## config.mk

```make
export PLATFORM = sky130hd
export DESIGN_NAME = dram_init_seq
export DESIGN_NICKNAME = d
export VERILOG_FILES = /design/src/rtl/dram_seq_pkg.sv /design/src/rtl/seq_step_rom.sv /design/src/rtl/seq_gap_timer.sv /design/src/rtl/dram_init_seq.sv
export SDC_FILE = /design/constraint.sdc
export NUM_CORES = 1
export LEC_CHECK = 0
export BUFFER_PORTS_ARGS = -buffer_cell sky130_fd_sc_hd__buf_2
export CAP_MARGIN = 5
export CORE_ASPECT_RATIO = 1.5
export CORE_MARGIN = 5
export CORE_UTILIZATION = 54
export DETAILED_ROUTE_END_ITERATION = 8
export PLACE_DENSITY = 0.89
export REMOVE_ABC_BUFFERS = 1
export SETUP_SLACK_MARGIN = 0.4
export SYNTH_ARGS = -nofsm -noshare
export SYNTH_HDL_FRONTEND = slang
export SYNTH_SLANG_ARGS = --single-unit
export TNS_END_PERCENT = 20
```

## constraint.sdc

```tcl
create_clock -name clk -period 2.94 [get_ports clk]
set_input_delay 0 -clock clk [delete_from_list [all_inputs] [get_ports clk]]
set_output_delay 0 -clock clk [all_outputs]
set_load 0.03 [all_outputs]
```

## src/rtl/dram_seq_pkg.sv

```systemverilog
package dram_seq_pkg;

   localparam int CMD_W       = 6;
   localparam int DDR1_STEPS  = 7;
   localparam int DDR2_STEPS  = 14;

   // Low six codes double as the strobe bit index
   typedef enum logic [2:0] {
      OP_MRS  = 3'd0,
      OP_EMR  = 3'd1,
      OP_REF  = 3'd2,
      OP_PRE  = 3'd3,
      OP_EMR2 = 3'd4,
      OP_EMR3 = 3'd5,
      OP_PAD  = 3'd6
   } seq_op_e;

   typedef struct packed {
      seq_op_e     op;
      logic [11:0] arg;
      logic        short_gap;
   } seq_step_t;

   typedef enum logic [1:0] {
      ST_LATCH,
      ST_ISSUE,
      ST_WAIT,
      ST_DONE
   } seq_state_e;

   function automatic seq_step_t mk(seq_op_e op, logic [11:0] arg, logic sg);
      seq_step_t s;
      s.op        = op;
      s.arg       = arg;
      s.short_gap = sg;
      return s;
   endfunction

   function automatic seq_step_t step_ddr1(int idx);
      case (idx)
         0:       return mk(OP_PRE, 12'h000, 1'b0);
         1:       return mk(OP_EMR, 12'h000, 1'b0);
         2:       return mk(OP_MRS, 12'h133, 1'b0);
         3:       return mk(OP_PRE, 12'h000, 1'b0);
         4:       return mk(OP_REF, 12'h000, 1'b0);
         5:       return mk(OP_REF, 12'h000, 1'b0);
         default: return mk(OP_MRS, 12'h033, 1'b0);
      endcase
   endfunction

   function automatic seq_step_t step_ddr2(int idx);
      case (idx)
         0:       return mk(OP_EMR2, 12'h000, 1'b1);
         1:       return mk(OP_EMR3, 12'h000, 1'b1);
         2:       return mk(OP_PAD,  12'h000, 1'b1);
         3:       return mk(OP_PRE,  12'h000, 1'b0);
         4:       return mk(OP_EMR2, 12'h000, 1'b0);
         5:       return mk(OP_EMR3, 12'h000, 1'b0);
         6:       return mk(OP_EMR,  12'h402, 1'b0);
         7:       return mk(OP_MRS,  12'h143, 1'b0);
         8:       return mk(OP_PRE,  12'h000, 1'b0);
         9:       return mk(OP_REF,  12'h000, 1'b0);
         10:      return mk(OP_REF,  12'h000, 1'b0);
         11:      return mk(OP_MRS,  12'h043, 1'b0);
         12:      return mk(OP_EMR,  12'h782, 1'b0);
         default: return mk(OP_EMR,  12'h402, 1'b0);
      endcase
   endfunction

endpackage

```

## src/rtl/seq_step_rom.sv

```systemverilog
module seq_step_rom
   import dram_seq_pkg::*;
#(
   parameter int IDX_W = 4
) (
   input  logic             ddr2,
   input  logic [IDX_W-1:0] idx,
   output seq_step_t        step,
   output logic             past_end
);

   initial begin
      if ((1 << IDX_W) <= DDR2_STEPS)
         $error("seq_step_rom: IDX_W too narrow for the step count");
   end

   always_comb begin
      if (ddr2) begin
         step     = step_ddr2(int'(idx));
         past_end = (idx >= IDX_W'(DDR2_STEPS));
      end else begin
         step     = step_ddr1(int'(idx));
         past_end = (idx >= IDX_W'(DDR1_STEPS));
      end
   end

endmodule

```

## src/rtl/seq_gap_timer.sv

```systemverilog
module seq_gap_timer #(
   parameter int CNT_W = 16
) (
   input  logic             clk,
   input  logic             rst_n,
   input  logic             load,
   input  logic [CNT_W-1:0] load_val,
   output logic             expired
);

   logic [CNT_W-1:0] cnt;

   always_ff @(posedge clk or negedge rst_n) begin
      if (!rst_n)
         cnt <= '0;
      else if (load)
         cnt <= load_val;
      else if (cnt != '0)
         cnt <= cnt - 1'b1;
   end

   assign expired = (cnt == '0);


   gap_not_early_chk: assert property (@(posedge clk) disable iff (!rst_n)
      (!load && cnt > CNT_W'(1)) |=> !expired);

endmodule

```

## src/rtl/dram_init_seq.sv

```systemverilog
module dram_init_seq
   import dram_seq_pkg::*;
#(
   parameter int CLK_MHZ   = 200,
   parameter int LONG_US   = 100,
   parameter int SHORT_US  = 10,
   parameter int TIME_DIV  = 1,
   parameter int ARG_W     = 13,
   parameter int TAP_W     = 6,
   parameter int LANES     = 2,
   parameter int REF_COUNT = 312,
   parameter int DDR1_TAP  = 32,
   parameter int DDR2_TAP  = 16
) (
   input  logic                   clk,
   input  logic                   rst_n,
   input  logic                   strap_ddr2,
   output logic [CMD_W-1:0]       cmd_stb,
   output logic [ARG_W-1:0]       cmd_arg,
   output logic                   pad_cfg_stb,
   output logic                   init_done,
   output logic [15:0]            refresh_ctl,
   output logic [LANES*TAP_W-1:0] dqs_tap
);

   localparam int LONG_CYC  = LONG_US * CLK_MHZ / TIME_DIV;
   localparam int SHORT_CYC = SHORT_US * CLK_MHZ / TIME_DIV;
   localparam int CNT_W     = $clog2(LONG_CYC + 1);
   localparam int IDX_W     = $clog2(DDR2_STEPS + 1);
   localparam logic [15:0] REFRESH_WORD = 16'h4000 | 16'(REF_COUNT);

   // Elaboration-time parameter checks
   initial begin
      if (SHORT_CYC < 2 || LONG_CYC < 2)
         $error("dram_init_seq: gaps must be at least two cycles");
      if (ARG_W < 12)
         $error("dram_init_seq: ARG_W must hold 12-bit mode values");
      if (REF_COUNT >= 1024)
         $error("dram_init_seq: refresh count exceeds its 10-bit field");
      if (DDR1_TAP >= (1 << TAP_W) || DDR2_TAP >= (1 << TAP_W))
         $error("dram_init_seq: tap value exceeds TAP_W");
      if (LANES < 1)
         $error("dram_init_seq: at least one lane required");
   end

   seq_state_e       st;
   logic             flav;
   logic [IDX_W-1:0] idx;
   seq_step_t        step;
   logic             past_end;
   logic             gap_load;
   logic [CNT_W-1:0] gap_val;
   logic             gap_expired;

   seq_step_rom #(.IDX_W(IDX_W)) u_rom (
      .ddr2     (flav),
      .idx      (idx),
      .step     (step),
      .past_end (past_end)
   );

   assign gap_load = (st == ST_ISSUE) && !past_end;
   assign gap_val  = step.short_gap ? CNT_W'(SHORT_CYC - 2) : CNT_W'(LONG_CYC - 2);

   seq_gap_timer #(.CNT_W(CNT_W)) u_gap (
      .clk      (clk),
      .rst_n    (rst_n),
      .load     (gap_load),
      .load_val (gap_val),
      .expired  (gap_expired)
   );

   always_ff @(posedge clk or negedge rst_n) begin
      if (!rst_n) begin
         st          <= ST_LATCH;
         flav        <= 1'b0;
         idx         <= '0;
         cmd_stb     <= '0;
         cmd_arg     <= '0;
         pad_cfg_stb <= 1'b0;
         init_done   <= 1'b0;
      end else begin
         cmd_stb     <= '0;
         cmd_arg     <= '0;
         pad_cfg_stb <= 1'b0;
         case (st)
            ST_LATCH: begin
               flav <= strap_ddr2;
               st   <= ST_ISSUE;
            end
            ST_ISSUE: begin
               if (past_end) begin
                  init_done <= 1'b1;
                  st        <= ST_DONE;
               end else begin
                  if (step.op == OP_PAD)
                     pad_cfg_stb <= 1'b1;
                  else begin
                     cmd_stb <= CMD_W'(1) << step.op;
                     cmd_arg <= ARG_W'(step.arg);
                  end
                  st <= ST_WAIT;
               end
            end
            ST_WAIT: begin
               if (gap_expired) begin
                  idx <= idx + 1'b1;
                  st  <= ST_ISSUE;
               end
            end
            default: st <= ST_DONE;
         endcase
      end
   end

   assign refresh_ctl = init_done ? REFRESH_WORD : 16'h0000;

   generate
      for (genvar l = 0; l < LANES; l++) begin : g_lane
         assign dqs_tap[l*TAP_W +: TAP_W] =
            !init_done ? '0 : (flav ? TAP_W'(DDR2_TAP) : TAP_W'(DDR1_TAP));
      end
   endgenerate


   strobe_onehot_chk: assert property (@(posedge clk) disable iff (!rst_n)
      $onehot0({pad_cfg_stb, cmd_stb}));


   strobe_pulse_chk: assert property (@(posedge clk) disable iff (!rst_n)
      ((|cmd_stb) || pad_cfg_stb) |=> (cmd_stb == '0) && !pad_cfg_stb);


   arg_idle_chk: assert property (@(posedge clk) disable iff (!rst_n)
      (cmd_stb == '0) |-> (cmd_arg == '0));


   done_sticky_chk: assert property (@(posedge clk) disable iff (!rst_n)
      init_done |=> init_done);


   quiet_after_done_chk: assert property (@(posedge clk) disable iff (!rst_n)
      init_done |-> (cmd_stb == '0) && !pad_cfg_stb);


   flavour_hold_chk: assert property (@(posedge clk) disable iff (!rst_n)
      (st != ST_LATCH && st != ST_ISSUE) |-> $stable(flav));


   refresh_word_chk: assert property (@(posedge clk) disable iff (!rst_n)
      $rose(init_done) |-> refresh_ctl[14] && refresh_ctl[9:0] == 10'(REF_COUNT));

endmodule

```

==> results.toml <==
[outcome]
status = "completed"

[detailed_routing]
via_count = 1687
dr.pass1.iters = 4
ant_nets = 0
drc = 0
routed_wl_mm = 4.23
wl_per_cell_um = 14.1
drt-initial-drc-count = 68
vias_per_cell = 5.62

[critical_path]
cpMostUsedCell = "ha_1"
path_buf_inv = 1
end_kind = "flop"
r2r_slack_ps = 800
path_class = "reg2reg"
critical_path_arrival_ps = 2360
worst_path_largest_cell_delay_ps = 480
crit_chain = "ha_1 > inv_1 > ha_1 > a21boi_0 > a221o_1 > or3b_2 > nor2_1"
rr_startpoint = "idx[1]"
worstReg2RegEnd = "cmd_stb[4]"
cpLargestDelayFamily = "adder cells"
path_max_fanout = 9
rr_worst_depth = 7
start_kind = "flop"
cp-startpoint = "idx[1]"
cp_slowest_cell = "dfrtp_1"
worst_ep_required_time_ps = 3160

[place]
dp_cells = 290
gp_congestion = 0.834
dp_hpwl_mm = 3.03
numPortBuffers = 28

[floorplanning]
num_rows = 29
die_area_mm2 = 0.00565
pin_count = 52
die_y_um = 89.6
die_w_um = 63.1
core_mm2 = 0.00417
floorplan.initialDensity_pct = 54.7

[timing]
rsz0062_at_grt = "no"
setup-tns-final_ps = 0
timing.fmax_ghz = 0.467
min_period_ps = 2140
finalSetupViolations = 0
finalCritPeriodShare_pct = 72.8
tightest_slew_ps = 815
skew_ps = 10.1
whs_ps = 326
slew_headroom_pct = 45.7
maxSlewViolCount = 0
finalHoldViolations = 0

[yosys]
seq_area_frac_synth_pct = 40.6
synth_commonest_cells = "37 x dfrtp_1, 32 x buf_4, 20 x nor2_1"
synth.most_common_cell = "dfrtp_1"
yosys_warnings = 0
synth.area.top_cells = "dfrtp_1 41%, buf_4 11%, ha_1 5.5%, nor2_1 3.3%, mux2_2 2.5%"
netlist.area_leader.share_pct = 40.6
ys.flop_type = "dfrtp_1"
ys_types = 55
yosysTopAreaCell = "dfrtp_1"
synth-edff-count = 0
async_flop_share_pct = 100
netlist_instances = 232
synthesis.area_mm2 = 0.00228
ys_seq_elements = 37
syn_avg_cell_area_um2 = 9.83

[global_route]
grt_pass1_vias = 1644
antenna_found_initial = 0
grt_first_pass_wirelength_mm = 7.04
overflow = 0
grt_max_degree = 38
track_usage_pct = 15.4

[clock_tree]
cts_max_path_buffers = 2
h-tree-depth = 2
cts.sinks = 37
postCtsSetupBuffers = 0
cts_made_buffers = 5
path_clk_slew_ps = 80
clock_latency_ps = 290
tritoncts = "yes"
ctsRootBufferMaster = "clkbuf_8"

[pwr]
power_density_mw_per_mm2 = 403
ir_drop_mv = 0.314
p_leak_nw = 1.18

[layout]
seq_area_um2 = 926
areaGrowthSynthToFinish_pct = 5.32
antenna_cells = 0
layout.cells.non_filler = 300
nets = 266
multi_input_area_mm2 = 0.00113
fill_cells = 344
drive_gt1_share_pct = 20.5

[job]
maxCapViolCount = 0

[worst_hold_path]
hold_class = "in2async"
power by group:
group          switching [W]  internal, W  total [W]
clock               0.000174     0.000164   0.000338
sequential         0.0000220     0.000523   0.000545
combinational      0.0000647    0.0000202  0.0000850
cell usage in the layout, fill, tap and decap left out, types with 3 or more instances in the layout:
cell,instances
a21oi_1,3
mux2_2,5
buf_2,28
and2_1,3
o21ai_0,11
nand4_1,6
nand3_1,5
clkbuf_8,5
a31oi_1,4
nand2b_1,6
mux2i_1,3
nor2_1,20
inv_1,9
conb_1,23
xor2_1,4
ha_1,10
o211ai_1,4
nand2_1,11
nor2b_1,6
xnor2_1,5
dfrtp_1,37
registers in the layout (all words and copies together), names as in the netlist:
signal	flops
cmd_arg	7
st	2
u_gap.cnt	15
cmd_stb	6
pad_cfg_stb	1
idx	4
flav	1
init_done	1
worst register-to-register path: stages (launching register included):
cell and delay, ps:
dfrtp_1 480, ha_1 350, inv_1 120, ha_1 230, a21boi_0 160, a221o_1 160
or3b_2 460, nor2_1 100
timing repair:
item | in CTS | in global routing
gates resized for setup | 0 | 0
hold buffers | 2 | 0
hold endpoints to repair | 38 | 0
setup endpoints to repair | 0 | 0
layout make-up:
type / instances / area share, %
clock buffer: 6 / 3.02
clock inverter: 2 / 0.417
inverter: 9 / 1.41
multi-input combinational: 168 / 46.9
sequential: 37 / 38.5
tap: 46 / 2.40
timing repair buffer: 32 / 7.29
logic make-up after synthesis:
logic type	count (synthesis)	share of synthesized area (%)
and+or+nand+nor	79	21.2
buffers and inverters	49	13.6
AOI/OAI and AO/OA	39	11.7
DFF	37	40.6
adders and majority gates	10	5.49
xor gates and xnor gates	9	3.46
muxes	8	3.78
other	1	0.164
worst max-delay path by stage:
stage,slack (ps),to,cells after the start
detailed placement,820,idx[2],7
global placement,920,idx[1],7
global route,650,cmd_stb[5],7
CTS,810,idx[1],7
finish,800,cmd_stb[4],7
floorplan,580,dqs_tap[11],1
stage by stage:
step	setup WS (ps)	cell area, um^2	util (%)	power, W
floorplan	581	2090	-	0.000615
global placement	919	2300	55.1	0.000633
detailed placement	817	2300	55.1	0.000636
CTS	806	2400	57.6	0.000975
global route	652	2400	57.6	0.00101
finish	801	2400	57.6	0.000968
metal layers:
metal	share of wire, %	vias up	GRT usage [%]
met5	0	-	0
met4	3.1	0	9.07
met3	6.6	13	2.62
met2	51	68	27.5
met1	39	813	17.3
li1	-	793	-
(Power assumes the default switching activity.)
